<file path="config.mk">
export PLATFORM = sky130hd
export DESIGN_NAME = vn_byte_sampler
export DESIGN_NICKNAME = d
export VERILOG_FILES = /design/src/rtl/vn_byte_sampler.sv
export SDC_FILE = /design/constraint.sdc
export NUM_CORES = 1
export LEC_CHECK = 0
export ABC_AREA = 1
export BUFFER_PORTS_ARGS = -buffer_cell sky130_fd_sc_hd__buf_4
export CORE_UTILIZATION = 48
export CTS_CLUSTER_SIZE = 10
export DETAILED_ROUTE_END_ITERATION = 7
export GPL_TIMING_DRIVEN = 0
export PLACE_DENSITY = 0.69
export REMOVE_ABC_BUFFERS = 1
export SYNTH_ARGS = -nofsm -noshare
export SYNTH_HDL_FRONTEND = slang
export SYNTH_SLANG_ARGS = --single-unit
</file>
<file path="constraint.sdc">
create_clock -name clk -period 1.5 [get_ports clk]
set_clock_uncertainty 0.15 [all_clocks]
set_input_delay 0.075 -clock clk [delete_from_list [all_inputs] [get_ports clk]]
set_output_delay 0.075 -clock clk [all_outputs]
set_load 0.1 [all_outputs]
</file>
<file path="src/rtl/vn_byte_sampler.sv">
module vn_byte_sampler #(
  parameter int BYTE_W = 8
) (
  input  logic              clk,
  input  logic              enable,
  input  logic              sample_en,
  input  logic              raw_bit,
  output logic [BYTE_W-1:0] byte_out,
  output logic              byte_valid
);
  localparam int CNT_W = (BYTE_W > 1) ? $clog2(BYTE_W) : 1;
  localparam logic [CNT_W-1:0] CNT_LAST = CNT_W'(BYTE_W - 1);

  logic [1:0]        pair_q;
  logic              odd_q;
  logic [CNT_W-1:0]  cnt_q;
  logic [BYTE_W-1:0] shift_q;
  logic [BYTE_W-1:0] byte_q;
  logic              valid_q;

  wire judge   = sample_en & ~odd_q;
  wire take    = judge & (pair_q[1] ^ pair_q[0]);
  wire new_bit = pair_q[1];
  wire last    = take & (cnt_q == CNT_LAST);
  wire [BYTE_W-1:0] next_shift = {shift_q[BYTE_W-2:0], new_bit};

  always_ff @(posedge clk) begin
    if (!enable) begin
      pair_q  <= '0;
      odd_q   <= 1'b0;
      cnt_q   <= '0;
      shift_q <= '0;
      byte_q  <= '0;
      valid_q <= 1'b0;
    end else if (!sample_en) begin
      pair_q  <= '0;
      odd_q   <= 1'b0;
      cnt_q   <= '0;
      shift_q <= '0;
      valid_q <= 1'b0;
    end else begin
      pair_q  <= {pair_q[0], raw_bit};
      odd_q   <= ~odd_q;
      valid_q <= last;
      if (take) begin
        shift_q <= next_shift;
        cnt_q   <= last ? '0 : cnt_q + 1'b1;
      end
      if (last)
        byte_q <= next_shift;
    end
  end

  assign byte_out   = byte_q;
  assign byte_valid = valid_q;

  AST_CLEAR_ON_DISABLE: assert property (@(posedge clk) !enable |=> (!byte_valid && byte_out == '0 && cnt_q == '0));
  AST_RESTART_PHASE: assert property (@(posedge clk) disable iff (!enable) !sample_en |=> (!odd_q && cnt_q == '0 && !byte_valid));
  AST_SKIP_EQUAL_PAIR: assert property (@(posedge clk) disable iff (!enable) (judge && pair_q[1] == pair_q[0]) |=> ($stable(cnt_q) && $stable(shift_q)));
  AST_VALID_PULSE: assert property (@(posedge clk) disable iff (!enable) byte_valid |=> !byte_valid);
  AST_VALID_AT_WRAP: assert property (@(posedge clk) disable iff (!enable) byte_valid |-> (cnt_q == '0 && odd_q));
  AST_HOLD_BYTE: assert property (@(posedge clk) disable iff (!enable) (enable && !last) |=> $stable(byte_out));
endmodule

</file>
**After elaboration in Yosys (flattened, before gate mapping)**

Cells that the tools add are included.

- Bits in registers: 22
- Latch bits: 0
- Bits in writable memories: 0
- ROM bits: 0
- Logic and storage cells: 16
- Memories kept: 0

- Add/sub/neg operators: 1
- $mul: 0
- Div/mod/pow operators: 0
- $lt $le $gt $ge: 0
- Equal/unequal tests: 1
- Shift operators: 0
- Mux-type cells: 1
- Bitwise logic cells: 5
- Reductions and logical operators: 2

Operator list:

| kind | count |
|---|---|
| $reduce_and 2->1 | 2 |
| $add 3x1->3 const B | 1 |
| $and 1x1->1 | 3 |
| $eq 3x3->1 const B | 1 |
| $mux 3 | 1 |
| $not 1->1 | 1 |
| $xor 1x1->1 | 1 |

**Longest topological paths before layout**

- Word-level depth: 5
- Mapped depth: 7
- Gate-level depth less buffers: 6

**Least setup slack after synthesis**

OpenSTA, ideal clock, no wires.

- Kind: register to register
- Start: register cnt_q[0]
- End: register byte_q[1] (netlist: byte_out[1])
- Data arrival time: 1.171 ns
- Required time: 1.235 ns
- Slack: 0.064 ns
- Stages on the path, launching flop included: 8
- Path buffers: 1
- Cell sequence: dfxtp_1 ha_1 ha_1 buf_2 nand4_1 inv_1 nor2_1 nor2_1

- Cells in the longest elaborated chain, start to end: 3

Ends and longest elaborated chain:

| element | line | source |
|---|---|---|
| start: declaration | 16 | `logic [CNT_W-1:0] cnt_q;` |
| start signal: assignment | 47 | `cnt_q <= last ? '0 : cnt_q + 1'b1;` |
| $eq 3x3->1 | 24 | `wire last = take & (cnt_q == CNT_LAST);` |
| $and 1x1->1 | 24 |  |
| $reduce_and 2->1 (no line) | -- |  |
| end signal: assignment | 50 | `byte_q <= next_shift;` |
| end: declaration | 18 | `logic [BYTE_W-1:0] byte_q;` |

No other way between the ends.
A chain may end at the register's enable or synchronous reset.

**Worst setup path after layout**

- Start: register cnt_q[0]
- End: register byte_q[0] (netlist: byte_out[0])

Same word-level chain as after synthesis.

==> results.md <==
* Endpoints failing hold at 0
* Crit Path Class: flip-flop to flip-flop
* Levels on crit path at 6
* Wire length per cell at 10.78 um
* Commonest cells post-synth: dfxtp_1, nand2_1, nor2_1
* Die H at 45.50 um
* M2 GR Usage at 30.86%
* Max FO, Critical Path at 10
* DRC viols at 0
* Starting Density at 52.04%
* Ys async rst share at 0%
* R2R setup slack at 80 ps
* Clock sinks at 22
* Setup TNS at 0 ps
* Dpl cell area at 984.7 um^2
* Via count at 787
* Die area at 0.002070 mm^2
* CTS tree: built
* P_leak at 0.4354 nW
* Number of enable flip-flop cells after synthesis at 0
* Worst relative slew slack at 67.96%
* Port Buffers at 12
* Worst-Skew Late Latency at 310 ps
* Grt peak-use layer: met2
* Diodes inserted at 0
* Grt met3 use at 2.381%
* Finished Cell Area at 0.001091 mm^2
* Max Fclk at 704.4 MHz
* Max Cap Violations at 0
* Detailed Route Iter0 Violations at 11
* CTS root buf: clkbuf_4
* Crit-path max cell delay at 360 ps
* CORE AREA at 0.001745 mm^2
* RSZ-0062 raised after global routing: no
* Synth unique cells at 14
* Finished Layout Cells at 160
* Worst setup startpoint: cnt_q[0]
* Reg-to-reg endpoint: byte_out[0]
* Internal at 0.7577 mW
* Seq/Total Area, Yosys at 48.48%
* Final Slew Violations at 0
* H-tree Lvls at 1
* Cells after Synth at 119
* R2R depth at 6
* Mapped cell area at 908.4 um^2
* Initial antenna violation count at 0
* First-pass DRT Iterations at 3
* Total global routing overflow at 0
* Total global-route track usage at 18.32%
* Status: complete, no violations
* CP max stage cell: dfxtp_2
* Syn_area_per_cell at 7.633 um^2
* Clock slew at the register clock pins of the worst setup and hold paths at 120 ps
* Min Clock Period, post-route at 1420 ps
* Routability cong. at 0.6735
* VDD IR-drop max at 0.5023 mV
* Logic pwr share at 6.3%
* Crit path max-delay family: adder cells
* I/O pins at 13
* Period utilisation layout at 94.64%
* Synth area leader: dfxtp_1
* Number of global-route vias before repair at 649
* WP data required at 1570 ps
* Die Wd at 45.50 um
* CP bufs+invs at 1
* Share of layout cells above drive strength 1 at 20.00%
* DRT Wirelength at 1724 um
* Seq cells post-synth at 22
* Flop pwr share at 60.0%
* Inst Count DP at 150
* CP endpoint kind: flip-flop
* Crit path DAT at 1490 ps
* Count leader, synth: dfxtp_1
* Setup-failing EPs final at 0
* Reg2reg start: cnt_q[0]
* Grt met1 use at 21.95%
* Switching Fraction at 23.19%
* CTS buffer count at 3
* Row cnt at 15
* Yosys warns at 0
* Actual slew at the worst max-slew pin at 479.4 ps
* Top post-synthesis cells by area: dfxtp_1, nand2_1, nor2_1, nand4_1, inv_1
* Crit path cell chain: ha_1, ha_4, nand4_1, buf_4, nand2_1, a21oi_1
* Critical Path End: byte_out[0]
* Nets at 142
* Clock group share of total power at 33.6%
* Largest net degree at the start of global routing at 21
* Path type of the worst min-delay path: input port to flip-flop
* NetSw at 0.2287 mW
* Global-route wire length before repair at 2704 um
* Vias/cell at 4.919
* Routed Antenna Nets at 0
* CP Launch Type: flip-flop
* Area Overhead vs Synth at 20.11%
* Clock Path Buffers at 2
* P per Cell Area at 904.1 mW/mm^2
* Post-synth top flop: dfxtp_1
* Area fraction of the dominant cell type after synthesis at 48.48%
-- metrics by stage --
stage / hold slack [ps] / utilization [%] / power (mW) / setup WS [ps]
after global placement: 145.4 / 56.42 / 0.6525 / -639.2
after detailed placement: 157.8 / 56.42 / 0.6537 / -723.8
after global routing: 149.3 / 62.51 / 1.026 / 20.54
final: 119.5 / 62.51 / 0.9864 / 80.36
after CTS: 77.22 / 61.65 / 0.9845 / 0.4963
after floorplan: 34.22 / - / 0.6347 / -280.2
-- logic make-up (layout without fill, tap and decap cells) --
logic type / after synthesis / count (layout) / share of synthesized area [%]
adder cells (fa/ha/maj): 2 / 2 / 2.754
flip-flops: 22 / 22 / 48.48
buffers and inverters: 22 / 37 / 11.57
AND/OR/NAND/NOR: 62 / 63 / 31.13
AO/OA/AOI/OAI: 11 / 11 / 6.060
-- cells in the final DEF, fill, tap and decap left out --
cell type and n:
nand4_1 11, nor2_4 2, nor2_2 2, nand2_1 21, ha_4 1, nor2_1 18
inv_1 15, a21oi_1 11, dfxtp_2 1, clkbuf_4 3, dfxtp_1 21, nand3_1 8
clkbuf_8 1, ha_1 1, buf_4 15, inv_2 1, dlygate4sd3_1 2, nand2_2 1
-- worst min-delay path by stage --
stage,start,endpoint,slack (ps),depth (start not counted)
finish,sample_en,cnt_q[0],120,5
global route,sample_en,cnt_q[0],150,5
CTS,sample_en,byte_out[0],80,5
detailed placement,raw_bit,pair_q[0],160,3
global placement,raw_bit,pair_q[0],150,3
floorplan,enable,byte_out[0],30,2
-- worst reg2reg max path, cell delays in order, from the launching register on --
cell and delay [ps]:
dfxtp_2 360, ha_1 180, ha_4 210, nand4_1 150, buf_4 180, nand2_1 50, a21oi_1 50
-- metal layers --
| layer | wire length [um] | up-vias | part of all wire, % |
|---|---|---|---|
| li1 | - | 415 | - |
| met1 | 802 | 356 | 47 |
| met2 | 844 | 12 | 49 |
| met3 | 42 | 4 | 2.4 |
| met4 | 35 | 0 | 2.0 |
| met5 | 0 | - | 0 |
-- sequential cells by signal, summed over array words and instances, names as in the netlist --
signal      flops
cnt_q           3
byte_valid      1
pair_q          2
odd_q           1
shift_q         7
byte_out        8
-- final cells by class --
cell class | count | area [um^2]
Multi-Input combinational cell | 76 | 389.1
Tap cell | 25 | 31.28
Fill cell | 159 | 654.4
Clock buffer | 4 | 36.28
Inverter | 16 | 60.06
Timing Repair Buffer | 17 | 132.6
Sequential cell | 22 | 441.7
-- power by group through the flow --
stage / registers, mW / logic (mW) / clock network, mW
after floorplan: 0.603 / 0.0317 / 0
after global placement: 0.603 / 0.0493 / 0
after detailed placement: 0.604 / 0.0502 / 0
after CTS: 0.591 / 0.0597 / 0.334
after global routing: 0.593 / 0.0687 / 0.364
final: 0.592 / 0.0624 / 0.332
-- timing repair --
item / 4_1_cts / 5_1_grt
hold buffers: 2 / 0
pin swaps: 1 / 2
setup buffers: 2 / 1
gates cloned: 0 / 1
endpoints found under the hold margin: 9 / 0
gates resized for setup: 5 / 1
endpoints found under the setup margin: 19 / 8
Note: power is estimated with default switching activity, not from simulation.
